$ cat config.mk
export PLATFORM = sky130hd
export DESIGN_NAME = sha512_dual_round
export DESIGN_NICKNAME = d
export VERILOG_FILES = /design/src/rtl/sha512_rnd_pkg.sv /design/src/rtl/sha512_rnd_step.sv /design/src/rtl/sha512_rnd_seq.sv /design/src/rtl/sha512_rnd_comb.sv /design/src/rtl/sha512_dual_round.sv
export SDC_FILE = /design/constraint.sdc
export NUM_CORES = 2
export LEC_CHECK = 0
export ABC_AREA = 1
export BUFFER_PORTS_ARGS = -buffer_cell sky130_fd_sc_hd__buf_2
export CAP_MARGIN = 20
export CORE_MARGIN = 5
export CORE_UTILIZATION = 35
export CTS_BUF_LIST = sky130_fd_sc_hd__clkbuf_8
export DETAILED_ROUTE_END_ITERATION = 12
export GPL_ROUTABILITY_DRIVEN = 1
export HOLD_SLACK_MARGIN = 0.12
export PLACE_DENSITY_LB_ADDON = 0.05
export SYNTH_ARGS = -nofsm -noshare
export SYNTH_HDL_FRONTEND = slang
export SYNTH_SLANG_ARGS = --single-unit
export TNS_END_PERCENT = 20
$ cat constraint.sdc
create_clock -name clk -period 21.4 [get_ports clk]
set_input_delay 2.14 -clock clk [delete_from_list [all_inputs] [get_ports clk]]
set_output_delay 2.14 -clock clk [all_outputs]
set_load 0.01 [all_outputs]
$ cat src/rtl/sha512_rnd_pkg.sv
package sha512_rnd_pkg;
  localparam int QW    = 64;
  localparam int VEC_W = 4 * QW;
  localparam int WK_W  = 2 * QW;

  typedef logic [QW-1:0] qword_t;

  typedef struct packed {
    qword_t a, b, c, d, e, f, g, h;
  } work_t;

  function automatic qword_t rotr(qword_t x, int n);
    return (x >> n) | (x << (QW - n));
  endfunction

  function automatic qword_t big_sig0(qword_t x);
    return rotr(x, 28) ^ rotr(x, 34) ^ rotr(x, 39);
  endfunction

  function automatic qword_t big_sig1(qword_t x);
    return rotr(x, 14) ^ rotr(x, 18) ^ rotr(x, 41);
  endfunction

  function automatic qword_t maj(qword_t x, qword_t y, qword_t z);
    return (x & y) ^ (x & z) ^ (y & z);
  endfunction

  function automatic qword_t ch(qword_t x, qword_t y, qword_t z);
    return (x & y) ^ (~x & z);
  endfunction

  function automatic work_t one_round(work_t s, qword_t wk);
    qword_t t;
    work_t  n;
    t   = ch(s.e, s.f, s.g) + big_sig1(s.e) + wk + s.h;
    n.a = t + maj(s.a, s.b, s.c) + big_sig0(s.a);
    n.b = s.a;
    n.c = s.b;
    n.d = s.c;
    n.e = t + s.d;
    n.f = s.e;
    n.g = s.f;
    n.h = s.g;
    return n;
  endfunction

  function automatic work_t unpack_state(logic [VEC_W-1:0] abef, logic [VEC_W-1:0] cdgh);
    work_t s;
    s.a = abef[3*QW +: QW];
    s.b = abef[2*QW +: QW];
    s.e = abef[1*QW +: QW];
    s.f = abef[0*QW +: QW];
    s.c = cdgh[3*QW +: QW];
    s.d = cdgh[2*QW +: QW];
    s.g = cdgh[1*QW +: QW];
    s.h = cdgh[0*QW +: QW];
    return s;
  endfunction

  function automatic logic [VEC_W-1:0] pack_abef(work_t s);
    return {s.a, s.b, s.e, s.f};
  endfunction
endpackage

$ cat src/rtl/sha512_rnd_step.sv
module sha512_rnd_step
  import sha512_rnd_pkg::*;
(
  input  work_t  st_i,
  input  qword_t wk_i,
  output work_t  st_o
);
  assign st_o = one_round(st_i, wk_i);
endmodule

$ cat src/rtl/sha512_rnd_seq.sv
module sha512_rnd_seq
  import sha512_rnd_pkg::*;
(
  input  logic   clk,
  input  logic   rst,
  input  logic   start_i,
  input  work_t  st_i,
  input  qword_t wk0_i,
  input  qword_t wk1_i,
  output logic   busy_o,
  output logic   done_o,
  output work_t  st_o
);
  work_t  st_q;
  work_t  st_nx;
  qword_t wk0_q, wk1_q;
  logic   phase_q;
  logic   busy_q;
  logic   done_q;
  qword_t wk_sel;

  assign wk_sel = phase_q ? wk1_q : wk0_q;

  sha512_rnd_step u_step (
    .st_i (st_q),
    .wk_i (wk_sel),
    .st_o (st_nx)
  );

  always_ff @(posedge clk) begin
    if (start_i) begin
      st_q  <= st_i;
      wk0_q <= wk0_i;
      wk1_q <= wk1_i;
    end else if (busy_q) begin
      st_q <= st_nx;
    end
  end

  always_ff @(posedge clk) begin
    if (rst) begin
      busy_q  <= 1'b0;
      done_q  <= 1'b0;
      phase_q <= 1'b0;
    end else begin
      done_q <= busy_q & phase_q;
      if (start_i) begin
        busy_q  <= 1'b1;
        phase_q <= 1'b0;
      end else if (busy_q) begin
        phase_q <= ~phase_q;
        if (phase_q) busy_q <= 1'b0;
      end
    end
  end

  assign busy_o = busy_q;
  assign done_o = done_q;
  assign st_o   = st_q;
endmodule

$ cat src/rtl/sha512_rnd_comb.sv
module sha512_rnd_comb
  import sha512_rnd_pkg::*;
#(
  parameter int ROUNDS = 2
)(
  input  work_t              st_i,
  input  logic [WK_W-1:0]    wk_i,
  output work_t              st_o
);
  work_t chain [ROUNDS+1];

  assign chain[0] = st_i;

  for (genvar r = 0; r < ROUNDS; r++) begin : g_round
    sha512_rnd_step u_step (
      .st_i (chain[r]),
      .wk_i (wk_i[r*QW +: QW]),
      .st_o (chain[r+1])
    );
  end

  assign st_o = chain[ROUNDS];
endmodule

$ cat src/rtl/sha512_dual_round.sv
module sha512_dual_round
  import sha512_rnd_pkg::*;
#(
  parameter bit ITERATIVE = 1'b1
)(
  input  logic             clk,
  input  logic             rst,
  input  logic             in_valid,
  output logic             in_ready,
  input  logic [VEC_W-1:0] abef_in,
  input  logic [VEC_W-1:0] cdgh_in,
  input  logic [WK_W-1:0]  wk_in,
  output logic             busy,
  output logic             out_valid,
  output logic [VEC_W-1:0] out_abef
);
  work_t st_in;
  work_t st_res;
  logic  accept_w;

  assign st_in    = unpack_state(abef_in, cdgh_in);
  assign accept_w = in_valid & in_ready;
  assign out_abef = pack_abef(st_res);

  if (ITERATIVE) begin : g_iter
    sha512_rnd_seq u_seq (
      .clk     (clk),
      .rst     (rst),
      .start_i (accept_w),
      .st_i    (st_in),
      .wk0_i   (wk_in[0 +: QW]),
      .wk1_i   (wk_in[QW +: QW]),
      .busy_o  (busy),
      .done_o  (out_valid),
      .st_o    (st_res)
    );
    assign in_ready = ~busy;
  end else begin : g_comb
    sha512_rnd_comb #(.ROUNDS(2)) u_comb (
      .st_i (st_in),
      .wk_i (wk_in),
      .st_o (st_res)
    );
    assign in_ready  = 1'b1;
    assign busy      = 1'b0;
    assign out_valid = in_valid;
  end
endmodule

==> qor.csv <==
metric,value,unit
drt total wl,262,mm
Worst EP required,22.00,ns
Final Net Count,8197,
Hold EP,g_iter.u_seq.st_o[51]$_DFFE_PP_,
Main synth FF type,edfxtp_1,
Synth Area per Inst,7.81,sq um
Starting Density,0.353,
total CTS buffers,132,
FP Rows,140,
I/O pins,902,
core box area,0.146,sq mm
"Top cell by count, worst path",inv_1,
grt peak-use layer,met2,
CTS tree,yes,
Slew @ Worst Pin,1.12,ns
Final GP Congestion,0.982,
via count,46900,
met1 Track Usage GR,0.406,
Crit Reg-Reg Endpoint,g_iter.u_seq.st_o[492]$_DFFE_PP_,
CP Capture Type,flip-flop,
DR iter-0 viols,3747,
met3 usage,0.0523,
worst hold path type,reg -> reg,
#FFs+latches synth,643,
crit start category,flip-flop,
area of the mapped netlist,0.0514,sq mm
Post-Syn Instances,6591,
Worst slew margin,0.254,
fin crit period,8.94,ns
R2R depth,32,
worst reg2reg startpoint,g_iter.u_seq.st_o[234]$_DFFE_PP_,
Syn. warnings,0,
Area growth syn-to-layout,13.7,%
"Remaining Overflow, GRT",0,
DP Wirelength,219,mm
Crit Path Class,reg -> reg,
"top cells by area, synth","edfxtp_1, nand2_1, fa_1",
Synth cell types,54,
status,completed,
RSZ-0062 raised after global routing,no,
Max Cap Viol,0,
sequential area share after synthesis,0.375,
postcts setup bufs,0,
DR vias/cell,5.09,
"Slew Viols, Final",0,
Post-CTS Hold Fix Bufs,0,
GRT Util Overall,0.327,
Worst-path clk slew,0.07,ns
Critical Path AT,9.53,ns
total nets after synthesis,7613,
Antenna Nets Post-Route,0,
DRC Markers,0,
first-pass GRT wire length,360,mm
Final Setup Violations,0,
Final period util,0.418,
"count leader, synth",nand2_1,
chip height,393,microns
DR WL/cell,28.4,microns
worst-path fanout max,7,
ys async rst share,0,
fraction of layout cells with a size suffix above 1,0.161,
Yosys top cell area share,0.374,
TNS Setup,0,ns
Max H-tree Level,4,
Post-synth EDFFs,640,
cts repair resizes,0,
Port Buffers,901,
CTS Buffer Depth,3,
top post-synthesis cells by count,"nand2_1, inv_1, edfxtp_1",
clk_lat worst skew,0.90,ns
initial antenna violation count,25,
skew final,0.0625,ns
worst hold stages,2,
vias in the first global route,47400,
Critical-path top delay cell,o21ai_0,
CTS sink count,643,
largest net degree at the start of global routing,181,
Die Area,0.155,sq mm
worst hold start,g_iter.u_seq.st_o[115]$_DFFE_PP_,
Die W,393,microns
post-synth top area cell,edfxtp_1,
Clock Tree Root,clkbuf_8,
fmax,0.112,GHz
drt pass-1 iters,8,
R2R Setup Slk,12.46,ns
Fin. Hold Viols,0,
"slowest stage delay, CP",0.67,ns
global-route met2 utilization,0.573,
-- worst max path at each step --
stage / depth (start not counted) / startpoint / slack, ns / endpoint
floorplan: 2 / in_valid / 7.32 / g_iter.u_seq.st_o[0]$_DFFE_PP_
global placement: 29 / g_iter.u_seq.st_o[243]$_DFFE_PP_ / 12.44 / g_iter.u_seq.st_o[492]$_DFFE_PP_
global route: 32 / g_iter.u_seq.st_o[234]$_DFFE_PP_ / 12.33 / g_iter.u_seq.st_o[492]$_DFFE_PP_
finish: 32 / g_iter.u_seq.st_o[234]$_DFFE_PP_ / 12.46 / g_iter.u_seq.st_o[492]$_DFFE_PP_
CTS: 29 / g_iter.u_seq.st_o[243]$_DFFE_PP_ / 12.51 / g_iter.u_seq.st_o[492]$_DFFE_PP_
detailed placement: 29 / g_iter.u_seq.st_o[216]$_DFFE_PP_ / 12.57 / g_iter.u_seq.st_o[492]$_DFFE_PP_
-- logic make-up after synthesis --
group / share of synthesized area
AND/OR/NAND/NOR: 0.218
buffers and inverters: 0.124
AO/OA/AOI/OAI: 0.0950
flip-flops: 0.375
multiplexers: 0.00584
adder cells (fa/ha/maj): 0.120
XOR/XNOR: 0.0613
-- state kept, by name (all words and copies together) (netlist names) --
name	cells
g_iter.u_seq.done_o	1
g_iter.u_seq.wk0_q	64
g_iter.u_seq.wk1_q	64
g_iter.u_seq.busy_o	1
g_iter.u_seq.phase_q	1
g_iter.u_seq.st_o	512
-- per-layer routing --
metal	vias to the layer above	share of wire
met1	22900	0.41
met5	-	0.00018
li1	21900	-
met2	1755	0.49
met4	8	0.043
met3	368	0.057
-- cell type report --
| class | instances | area, sq um |
|---|---|---|
| clock buffers | 134 | 1840 |
| repair buffers | 946 | 4870 |
| clock inverters | 99 | 677 |
| flip-flops and latches | 643 | 19300 |
| inverters | 951 | 3580 |
| multi-input cells | 4501 | 25800 |
| fillers | 15600 | 87400 |
| diodes | 21 | 52.6 |
| well taps | 1917 | 2400 |
-- cell usage in the layout, fill, tap and decap left out, drive strengths merged, types with 4 or more instances in the layout --
| master | instances |
|---|---|
| fa | 191 |
| nand2 | 2130 |
| bufinv | 6 |
| o21ai | 368 |
| a21boi | 4 |
| edfxtp | 640 |
| clkinv | 41 |
| or2 | 13 |
| buf | 946 |
| a31oi | 21 |
| a221oi | 5 |
| nor4 | 13 |
| xor2 | 184 |
| o21bai | 87 |
| clkbuf | 134 |
| inv | 1001 |
| mux2i | 30 |
| nand3 | 182 |
| ha | 188 |
| o21a | 8 |
| nor3 | 28 |
| diode | 21 |
| nand4 | 34 |
| a21o | 24 |
| nand3b | 12 |
| and3 | 6 |
| xnor2 | 176 |
| nor2 | 426 |
| a21oi | 357 |
-- worst max-delay path, delay by kind of cell, from the launching register on --
kind,cells,cell delay (ns)
adders and majority gates,6,2.52
xor gates and xnor gates,3,1.34
and+or+nand+nor,10,1.53
AOI/OAI and AO/OA,6,1.93
DFF,1,0.65
buffers and inverters,7,0.66
-- per-stage QoR --
stage	utilization	hold slack (ns)	setup slack, ns	area (sq um)	cells
after floorplan	-	0.512	7.32	51400	6591
after global placement	0.383	0.527	12.44	55900	8958
after detailed placement	0.383	0.531	12.57	55900	8958
after CTS	0.400	0.503	12.51	58400	9191
after global routing	0.401	0.545	12.33	58400	9195
final	0.401	0.510	12.46	58500	9212
Power is not shown: default switching activity piles up to over one toggle a cycle in this logic, so the estimate is an artifact.
